<file path="src/rtl/rxd_pkg.sv">
package rxd_pkg;
  typedef enum logic [0:0] {
    ST_IDLE  = 1'b0,
    ST_DRAIN = 1'b1
  } rxd_state_e;
endpackage

</file>
<file path="src/rtl/rxd_fifo.sv">
module rxd_fifo #(
  parameter int DW    = 8,
  parameter int DEPTH = 8,
  localparam int PTR_W = (DEPTH > 1) ? $clog2(DEPTH) : 1,
  localparam int LVL_W = $clog2(DEPTH + 1)
) (
  input  logic             clk,
  input  logic             rst_n,
  input  logic             push,
  input  logic [DW-1:0]    push_data,
  input  logic             pop,
  output logic [DW-1:0]    head,
  output logic [LVL_W-1:0] level,
  output logic             full,
  output logic             empty
);
  localparam logic [PTR_W-1:0] LAST = PTR_W'(DEPTH - 1);
  localparam logic [LVL_W-1:0] FULL_LVL = LVL_W'(DEPTH);

  logic [DW-1:0]    store [DEPTH];
  logic [PTR_W-1:0] rd_q, rd_d, wr_q, wr_d;
  logic [LVL_W-1:0] lvl_q, lvl_d;
  logic             do_push, do_pop;

  assign full    = (lvl_q == FULL_LVL);
  assign empty   = (lvl_q == '0);
  assign do_push = push && !full;
  assign do_pop  = pop && !empty;
  assign head    = store[rd_q];
  assign level   = lvl_q;

  always_comb begin
    rd_d  = rd_q;
    wr_d  = wr_q;
    lvl_d = lvl_q;
    if (do_push) begin
      wr_d = (wr_q == LAST) ? '0 : wr_q + 1'b1;
    end
    if (do_pop) begin
      rd_d = (rd_q == LAST) ? '0 : rd_q + 1'b1;
    end
    if (do_push && !do_pop) begin
      lvl_d = lvl_q + 1'b1;
    end else if (do_pop && !do_push) begin
      lvl_d = lvl_q - 1'b1;
    end
  end

  always_ff @(posedge clk or negedge rst_n) begin
    if (!rst_n) begin
      rd_q  <= '0;
      wr_q  <= '0;
      lvl_q <= '0;
    end else begin
      rd_q  <= rd_d;
      wr_q  <= wr_d;
      lvl_q <= lvl_d;
    end
  end

  for (genvar g = 0; g < DEPTH; g++) begin : g_slot
    logic slot_en;
    assign slot_en = do_push && (wr_q == PTR_W'(g));
    always_ff @(posedge clk) begin
      if (slot_en) begin
        store[g] <= push_data;
      end
    end
  end
endmodule

</file>
<file path="src/rtl/rxd_ctrl.sv">
module rxd_ctrl
  import rxd_pkg::*;
#(
  parameter int AW    = 16,
  parameter int LW    = 16,
  parameter int DW    = 8,
  parameter int DEPTH = 8,
  localparam int LVL_W = $clog2(DEPTH + 1)
) (
  input  logic             clk,
  input  logic             rst_n,
  input  logic             cfg_addr_we,
  input  logic [AW-1:0]    cfg_addr_wdata,
  input  logic             cfg_len_we,
  input  logic [LW-1:0]    cfg_len_wdata,
  input  logic [LVL_W-1:0] q_level,
  input  logic             q_full,
  input  logic [DW-1:0]    q_head,
  input  logic             in_valid,
  input  logic [DW-1:0]    in_data,
  input  logic             mem_grant,
  output logic             in_ready,
  output logic             q_push,
  output logic             q_pop_drain,
  output logic             draining,
  output logic             mem_req,
  output logic [AW-1:0]    mem_addr,
  output logic [DW-1:0]    mem_data,
  output logic [AW-1:0]    ptr,
  output logic [LW-1:0]    remain
);
  rxd_state_e       state_q, state_d;
  logic [AW-1:0]    ptr_q, ptr_d;
  logic [LW-1:0]    rem_q, rem_d;
  logic [LVL_W-1:0] left_q, left_d;
  logic [LW-1:0]    lvl_ext;
  logic [LVL_W-1:0] take;
  logic             covered;
  logic             cfg_busy, bypass, idle, accept;

  assign idle     = (state_q == ST_IDLE);
  assign draining = (state_q == ST_DRAIN);
  assign cfg_busy = cfg_addr_we || cfg_len_we;
  assign bypass   = (rem_q != '0);

  assign in_ready    = idle && !cfg_busy && (bypass ? mem_grant : !q_full);
  assign accept      = in_valid && in_ready;
  assign q_push      = accept && !bypass;
  assign q_pop_drain = draining && mem_grant;

  assign mem_req  = draining || (idle && !cfg_busy && bypass && in_valid);
  assign mem_addr = ptr_q;
  assign mem_data = draining ? q_head : in_data;

  assign lvl_ext = LW'(q_level);
  assign covered = (cfg_len_wdata <= lvl_ext);
  assign take    = covered ? cfg_len_wdata[LVL_W-1:0] : q_level;

  always_comb begin
    state_d = state_q;
    ptr_d   = ptr_q;
    rem_d   = rem_q;
    left_d  = left_q;
    if (cfg_addr_we) begin
      ptr_d   = cfg_addr_wdata;
      rem_d   = '0;
      left_d  = '0;
      state_d = ST_IDLE;
    end else if (idle && cfg_len_we) begin
      rem_d  = covered ? '0 : (cfg_len_wdata - lvl_ext);
      left_d = take;
      if (take != '0) begin
        state_d = ST_DRAIN;
      end
    end else if (draining && mem_grant) begin
      ptr_d  = ptr_q + 1'b1;
      left_d = left_q - 1'b1;
      if (left_q == LVL_W'(1)) begin
        state_d = ST_IDLE;
      end
    end else if (accept && bypass) begin
      ptr_d = ptr_q + 1'b1;
      rem_d = rem_q - 1'b1;
    end
  end

  always_ff @(posedge clk or negedge rst_n) begin
    if (!rst_n) begin
      state_q <= ST_IDLE;
      ptr_q   <= '0;
      rem_q   <= '0;
      left_q  <= '0;
    end else begin
      state_q <= state_d;
      ptr_q   <= ptr_d;
      rem_q   <= rem_d;
      left_q  <= left_d;
    end
  end

  assign ptr    = ptr_q;
  assign remain = rem_q;
endmodule

</file>
<file path="src/rtl/rxd_status.sv">
module rxd_status #(
  parameter int LW    = 16,
  parameter int DW    = 8,
  parameter int DEPTH = 8,
  localparam int LVL_W = $clog2(DEPTH + 1)
) (
  input  logic [LW-1:0]    remain,
  input  logic [LVL_W-1:0] q_level,
  input  logic             q_empty,
  input  logic [DW-1:0]    q_head,
  output logic [LW-1:0]    credit,
  output logic             done,
  output logic [DW-1:0]    pop_view
);
  localparam logic [LW-1:0] DEPTH_L = LW'(DEPTH);

  logic [LW-1:0] space;

  assign space    = DEPTH_L - LW'(q_level);
  assign done     = (remain == '0);
  assign credit   = done ? space : remain;
  assign pop_view = q_empty ? {DW{1'b1}} : q_head;
endmodule

</file>
<file path="src/rtl/rx_dma_drain.sv">
module rx_dma_drain #(
  parameter int AW    = 16,
  parameter int LW    = 16,
  parameter int DW    = 8,
  parameter int DEPTH = 8,
  localparam int LVL_W = $clog2(DEPTH + 1)
) (
  input  logic             clk,
  input  logic             rst_n,
  input  logic             cfg_addr_we,
  input  logic [AW-1:0]    cfg_addr_wdata,
  input  logic             cfg_len_we,
  input  logic [LW-1:0]    cfg_len_wdata,
  output logic [AW-1:0]    rx_addr,
  output logic [LW-1:0]    rx_remain,
  output logic             rx_done,
  output logic [LW-1:0]    rx_credit,
  input  logic             in_valid,
  input  logic [DW-1:0]    in_data,
  output logic             in_ready,
  input  logic             sw_pop,
  output logic [DW-1:0]    sw_pop_data,
  output logic [LVL_W-1:0] fifo_level,
  output logic             mem_req,
  output logic [AW-1:0]    mem_addr,
  output logic [DW-1:0]    mem_data,
  input  logic             mem_grant
);
  logic          q_push, q_pop, q_pop_drain, q_full, q_empty, draining;
  logic [DW-1:0] q_head;
  logic          sw_pop_ok;

  assign sw_pop_ok = sw_pop && !q_empty && !draining && !cfg_len_we;
  assign q_pop     = q_pop_drain || sw_pop_ok;

  rxd_fifo #(.DW(DW), .DEPTH(DEPTH)) i_fifo (
    .clk       (clk),
    .rst_n     (rst_n),
    .push      (q_push),
    .push_data (in_data),
    .pop       (q_pop),
    .head      (q_head),
    .level     (fifo_level),
    .full      (q_full),
    .empty     (q_empty)
  );

  rxd_ctrl #(.AW(AW), .LW(LW), .DW(DW), .DEPTH(DEPTH)) i_ctrl (
    .clk            (clk),
    .rst_n          (rst_n),
    .cfg_addr_we    (cfg_addr_we),
    .cfg_addr_wdata (cfg_addr_wdata),
    .cfg_len_we     (cfg_len_we),
    .cfg_len_wdata  (cfg_len_wdata),
    .q_level        (fifo_level),
    .q_full         (q_full),
    .q_head         (q_head),
    .in_valid       (in_valid),
    .in_data        (in_data),
    .mem_grant      (mem_grant),
    .in_ready       (in_ready),
    .q_push         (q_push),
    .q_pop_drain    (q_pop_drain),
    .draining       (draining),
    .mem_req        (mem_req),
    .mem_addr       (mem_addr),
    .mem_data       (mem_data),
    .ptr            (rx_addr),
    .remain         (rx_remain)
  );

  rxd_status #(.LW(LW), .DW(DW), .DEPTH(DEPTH)) i_status (
    .remain   (rx_remain),
    .q_level  (fifo_level),
    .q_empty  (q_empty),
    .q_head   (q_head),
    .credit   (rx_credit),
    .done     (rx_done),
    .pop_view (sw_pop_data)
  );
endmodule

</file>
<file path="config.mk">
export PLATFORM = sky130hd
export DESIGN_NAME = rx_dma_drain
export DESIGN_NICKNAME = d
export VERILOG_FILES = /design/src/rtl/rxd_pkg.sv /design/src/rtl/rxd_fifo.sv /design/src/rtl/rxd_ctrl.sv /design/src/rtl/rxd_status.sv /design/src/rtl/rx_dma_drain.sv
export SDC_FILE = /design/constraint.sdc
export NUM_CORES = 1
export LEC_CHECK = 0
export ABC_CLOCK_PERIOD_IN_PS = 4200
export BUFFER_PORTS_ARGS = -buffer_cell sky130_fd_sc_hd__clkbuf_2
export CAP_MARGIN = 20
export CORE_ASPECT_RATIO = 1.1
export CORE_UTILIZATION = 56
export DETAILED_ROUTE_END_ITERATION = 10
export PLACE_DENSITY = 0.91
export SYNTH_ARGS = -nofsm -noshare
export SYNTH_HDL_FRONTEND = slang
export SYNTH_HIERARCHICAL = 1
export SYNTH_SLANG_ARGS = --single-unit
</file>
<file path="constraint.sdc">
create_clock -name clk -period 4.2 [get_ports clk]
set_clock_uncertainty 0.2 [all_clocks]
set_input_delay 0.42 -clock clk [delete_from_list [all_inputs] [get_ports clk]]
set_output_delay 0.42 -clock clk [all_outputs]
set_load 0.02 [all_outputs]
</file>
# Yosys cells after proc, flatten, opt, wreduce, memory -nomap -nowiden
# Memory sizes are Yosys's and may differ from the RTL's.
# Index checks and enable logic that the tools add are counted.
# totals
ff_bits,47
ramBits,64
input_bits,47
out_inout_bits,87
wordCells,150
n_memories,1
# memory_table
name,words,word_bits,read_ports,rd_ports_with_merged_regs,write_ports,line,text
i_fifo.store,8,8,1,0,1,rxd_fifo.sv:20,logic [DW-1:0] store [DEPTH];
# classes
n_addsub,9
magnitude_cmp,1
n_eq_ne,13
muxes,63
n_bitwise,1
n_reduce_logical,55
# ops
cell,n
two-way mux 16 bit,10
two-way mux 8 bit,9
OR reduction 8 bit,7
two-way mux 1 bit,29
two-way mux 3 bit,9
logical AND 1 bit,24
two-way mux 4 bit,6
adder 16 x 1 -> 16 bit (second input constant),1
less-or-equal comparator 16 x 4 -> 1 bit,1
zero test 16 bit,1
nonzero test 16 bit,1
subtractor 16 x 1 -> 16 bit (second input constant),1
subtractor 16 x 4 -> 16 bit,1
equality test 3 bit (second input constant),5
nonzero test 3 bit,4
zero test 1 bit,8
subtractor 4 x 1 -> 4 bit (second input constant),2
adder 3 x 1 -> 3 bit (second input constant),2
equality test 3 x 2 -> 1 bit (second input constant),2
subtractor 4 x 4 -> 5 bit (first input constant),1
adder 4 x 1 -> 4 bit (second input constant),1
equality test 4 x 1 -> 1 bit (second input constant),1
equality test 4 bit (second input constant),1
zero test 4 bit,1
other kinds (11),14

# Depth between registers and ports, before layout
# logic_depth
ltp_word,18
ltp_mapped,14
ltp_nobuf,13

# Modules after synthesis
# Netlist, hierarchy kept.
# by_module_without_submodules
module,instances,cells_each,area_per_inst_um2,seq_area_each_um2
rxd_fifo,1,160,3206.8,2172.1
rxd_ctrl,1,335,2932.8,925.9
rxd_status,1,41,322.8,0.0
rx_dma_drain,1,2,15.0,0.0

# Worst setup path before layout
# OpenSTA, ideal clock, no wires.
# synth_path
kind,reg2reg
startpoint,"register i_ctrl.rem_q[5], in the netlist i_ctrl/remain[5]"
endpoint,"register i_fifo.lvl_q[3], in the netlist i_fifo/level[3]"
setup_time_ns,0.131
t_arrival_ns,3.377
t_required_ns,3.869
setup_slack_ns,0.492
path_stages_with_launch,13
path_buffers,1
synth_period_minus_slack_ns,3.708
cell_sequence,dfrtp_1 -> or4_4 -> nor3_4 -> nand2_1 -> nor2_1 -> a21boi_1 -> buf_2 -> ha_1 -> inv_1 -> ha_1 -> or4_1 -> o211ai_1 -> o211ai_1
# synth_between
elab_chain_len,9
word_cells_on_any_way,12
cone_classes,2 x mux; 10 x reduce/logical
# synth_rtl
element,line,text
"start, declared",rxd_ctrl.sv:34,"logic [LW-1:0] rem_q, rem_d;"
"start signal, assigned",rxd_ctrl.sv:96,rem_q <= rem_d;
nonzero test 16 bit *,rxd_ctrl.sv:44,assign bypass = (rem_q != '0);
two-way mux 1 bit,rxd_ctrl.sv:46,assign in_ready = idle && !cfg_busy && (bypass ? mem_grant : !q_full);
logical AND 1 bit,rxd_ctrl.sv:46,
logical AND 1 bit,rxd_ctrl.sv:47,assign accept = in_valid && in_ready;
logical AND 1 bit *,rxd_ctrl.sv:48,assign q_push = accept && !bypass;
named net q_push,rx_dma_drain.sv:29,"logic q_push, q_pop, q_pop_drain, q_full, q_empty, draining;"
logical AND 1 bit *,rxd_fifo.sv:27,assign do_push = push && !full;
named net i_fifo.do_push,rxd_fifo.sv:23,"logic do_push, do_pop;"
zero test 1 bit,rxd_fifo.sv:44,end else if (do_pop && !do_push) begin
logical AND 1 bit,rxd_fifo.sv:44,
nonzero test 2 bit (no line),n/a,
"end signal, assigned",rxd_fifo.sv:57,lvl_q <= lvl_d;
"end, declared",rxd_fifo.sv:22,"logic [LVL_W-1:0] lvl_q, lvl_d;"
# The timed path passes the listed nets; every way through them passes the cells marked *.
# A chain may end at the register's enable or synchronous reset.

# Worst setup path after layout
# layout_path
startpoint,"register i_ctrl.rem_q[13], in the netlist i_ctrl/remain[13]"
endpoint,"register i_fifo.lvl_q[3], in the netlist i_fifo/level[3]"
# layout_between
elab_chain_len,9
word_cells_on_any_way,12
cone_classes,2 x mux; 10 x reduce/logical
# layout_rtl
element,line
nonzero test 16 bit *,rxd_ctrl.sv:44
two-way mux 1 bit,rxd_ctrl.sv:46
logical AND 1 bit,rxd_ctrl.sv:46
logical AND 1 bit,rxd_ctrl.sv:47
logical AND 1 bit *,rxd_ctrl.sv:48
named net q_push,rx_dma_drain.sv:29
logical AND 1 bit *,rxd_fifo.sv:27
zero test 1 bit,rxd_fifo.sv:44
logical AND 1 bit,rxd_fifo.sv:44
nonzero test 2 bit (no line),n/a
# Marked as above.

==> impl_metrics.py <==
metrics = {
    "sta": {
        "maxSlewViolCount": 0,
        "max_freq_mhz": 260,
        "timing.slew.headroom": 0.310,
        "finalCritPeriodShare": 0.916,
        "tns_ps": 0,
        "finalCriticalPeriod_ps": 3850,
        "rsz0062_at_grt": "false",
        "hold_viol": 0,
        "worstMarginPinSlew_ps": 1030,
        "setup_viol": 0,
        "hold_ws_ps": 86.1,
    },
    "synthesis": {
        "synth_mux_area_frac": 0.126,
        "ys_seq_area_frac": 0.478,
        "synthCells": 538,
        "ys.flop_type": "edfxtp_1",
        "yosysTopAreaCellShare": 0.297,
        "ys_ff_latch": 111,
        "synth_area_leader_cell": "edfxtp_1",
        "yosysWarnings": 6,
        "postSynth.asyncResetShare": 0.423,
        "syn_area_per_cell_um2": 12.0,
        "synth_cell_type_count": 70,
        "syn_area_um2": 6480,
        "synth_edf_count": 64,
        "synth_fp_nets": 607,
        "synth_compound_area_frac": 0.120,
        "synthAdderAreaFrac": 0.0448,
        "synth_top_family_by_area": "simple AND/OR/NAND/NOR gates",
        "netlist_top_cells_area": "edfxtp_1, dfrtp_1, ha_1",
        "yosys.area_share.simple": 0.129,
        "synthXorXnorAreaFrac": 0.0527,
    },
    "placement": {
        "io_buffers": 133,
        "dp_hpwl_um": 11100,
        "place.gp.congestion": 0.917,
    },
    "worst_setup_path": {
        "rrSetupSlack_ps": 350,
        "crit_arrival_ps": 3870,
        "crit_chain": "nor4_1 -> nor3b_4 -> nand2_1 -> nor2_1 -> a21boi_1 -> ha_1 -> inv_1 -> ha_1 -> or4_1 -> o211ai_1 -> o211ai_1",
        "crit_path_end_kind": "flip-flop",
        "path_class": "flip-flop to flip-flop",
        "worstPathRequired_ps": 4220,
        "critPathMaxFanout": 7,
        "max_stage_delay_ps": 540,
        "startpoint_type": "flip-flop",
        "cp_slowest_cell": "nor4_1",
    },
    "die": {
        "die_height_um": 115,
        "die_area_um2": 12000,
        "num_rows": 40,
        "die_x_um": 105,
        "start_util": 0.583,
        "coreArea_um2": 11100,
        "num_io_pins": 134,
    },
    "clock_network": {
        "cts_buffers": 9,
        "cts_tree": "yes",
        "clockBufferDepth": 2,
        "path_clk_slew_ps": 80,
        "clkLatencyLatePin_ps": 350,
        "htreeDepth": 3,
        "cts_root_buf": "clkbuf_16",
        "cts_sinks": 111,
    },
    "pwr": {
        "p_int_mw": 2.48,
        "peakVddDrop_uv": 374,
        "swShare": 0.407,
        "clock_power_share": 0.197,
        "p_leak_nw": 3.11,
        "cellPowerDensity_nw_per_um2": 562,
        "seqPwrFrac": 0.359,
        "switching_power_mw": 1.70,
        "p_comb_frac": 0.444,
    },
    "layout": {
        "nNetsFinal": 722,
        "fillCellCount": 803,
        "syn2layout_area_growth_pct": 14.9,
        "antennaDiodeCount": 0,
        "drive_gt1_frac": 0.343,
    },
    "routing": {
        "drc": 0,
        "wirelength_um": 15800,
        "vias": 4886,
        "drtAntennaViolNets": 0,
        "wire_per_inst_um": 19.6,
        "first_iter_violations": 330,
        "dr.pass1.iters": 5,
        "via_per_inst": 6.07,
    },
    "global_routing": {
        "grt_pass1_wl_um": 24600,
        "antenna_found_initial": 0,
        "grt_use_total": 0.267,
        "grt_pass1_vias": 4823,
        "grt.overflow.total": 0,
        "grt_max_degree": 48,
    },
    "flow_run": {
        "maxCapViolCount": 0,
    },
    "outcome": {
        "status": "finished clean",
    },
    "min_path": {
        "hold_path_class": "input pin to flip-flop",
    },
}
-- Yosys cell counts (7+ instances only) --
cell type,number
dfrtp_1,47
xor2_1,20
nand2_1,28
or2_2,11
o211ai_1,8
mux4_2,8
mux2_2,20
and3_1,11
mux2_4,8
inv_1,21
o21bai_1,7
o21ai_0,15
ha_1,20
buf_4,16
nand3_1,11
and2_1,7
nor4_1,13
o22ai_1,10
mux4_1,8
xnor2_1,19
nor2_1,32
o21bai_2,9
mux2i_1,8
nor3_1,12
clkbuf_1,10
a21oi_1,17
edfxtp_1,64
-- kinds of logic after synthesis --
kind of cell,after synthesis
simple gates,153
mux,52
compound gates,103
xor+xnor,39
fa+ha+maj,22
buf+inv,58
flops,111
-- worst max-delay path, delay by kind of cell, from the launching register on --
| family | cells | cell delay [ps] |
|---|---|---|
| flip-flops | 1 | 430 |
| AO/OA/AOI/OAI | 3 | 470 |
| buffers and inverters | 1 | 130 |
| adder cells (fa/ha/maj) | 2 | 640 |
| AND/OR/NAND/NOR | 5 | 1840 |
-- power groups by stage --
stage | clock network (mW) | logic (mW) | registers, mW
after floorplan | 0 | 1.34 | 1.50
after global placement | 0 | 1.76 | 1.50
after detailed placement | 0 | 1.82 | 1.52
after CTS | 0.844 | 1.85 | 1.49
after global routing | 0.877 | 2.00 | 1.52
final | 0.825 | 1.86 | 1.50
-- what timing repair did --
action	CTS	global route
resized for setup	0	1
buffers inserted	0	0
hold endpoints to repair	47	0
hold buffers	1	0
setup endpoints to repair	0	1
-- cell usage in the layout (no fill, tap or decap), types with 10 or more instances in the layout --
master and instances:
nor4_1 13, dfrtp_1 47, o21ai_0 15, ha_1 20, edfxtp_1 64, or2_2 11
o22ai_1 10, nor2_1 32, inv_1 21, and3_1 11, a21oi_1 17, xnor2_1 19
clkbuf_2 133, nand3_1 11, mux2_2 20, xor2_1 20, nand2_1 28, nor3_1 12
-- registers in the layout, indices dropped and copies added, names as in the netlist --
signal           count
i_fifo/wr_q          3
i_ctrl/remain       16
i_fifo/rd_q          3
i_ctrl/left_q        4
i_fifo/level         4
i_ctrl/mem_addr     16
i_ctrl/draining      1
i_fifo/store        64
-- metrics by stage --
stage,cells,util,setup WS (ps),power [mW],instance area (µm²)
2_1_floorplan,538,-,492,2.84,6480
3_3_place_gp,788,0.642,583,3.27,7140
3_5_place_dp,788,0.642,421,3.34,7140
4_1_cts,805,0.669,388,4.19,7430
5_1_grt,805,0.670,36.3,4.40,7440
6_report,805,0.670,354,4.18,7440
-- path summary, 6_finish.rpt --
path / end / from / cells past startpoint
max: i_fifo/level[3]$_DFFE_PN0P_ / i_ctrl/remain[13]$_DFFE_PN0P_ / 11
min: i_ctrl/mem_addr[12]$_DFFE_PN0P_ / cfg_addr_wdata[12] / 3
max reg2reg: i_fifo/level[3]$_DFFE_PN0P_ / i_ctrl/remain[13]$_DFFE_PN0P_ / 11
min reg2reg: i_ctrl/left_q[1]$_DFFE_PN0P_ / i_ctrl/left_q[1]$_DFFE_PN0P_ / 1
max in group asynchronous: i_ctrl/left_q[3]$_DFFE_PN0P_ / rst_n / 3
min in group asynchronous: i_ctrl/mem_addr[15]$_DFFE_PN0P_ / rst_n / 3
-- routing by layer --
layer  GRT usage  wire length (µm)
met1       0.314              6170
met2       0.475              8050
met3      0.0402               909
met4       0.150               659
met5           0                 0
-- area by class of cell --
cell class	instances	area, µm²	share of cell area
Clock buffer	10	229	0.0308
Clock inverter	6	57.6	0.00774
Inverter	21	78.8	0.0106
Multi-Input combinational cell	369	3060	0.412
Sequential cell	111	3100	0.416
Tap cell	147	184	0.0247
Timing Repair Buffer	141	728	0.0979
No activity file was read; power rests on OpenSTA's default activity.
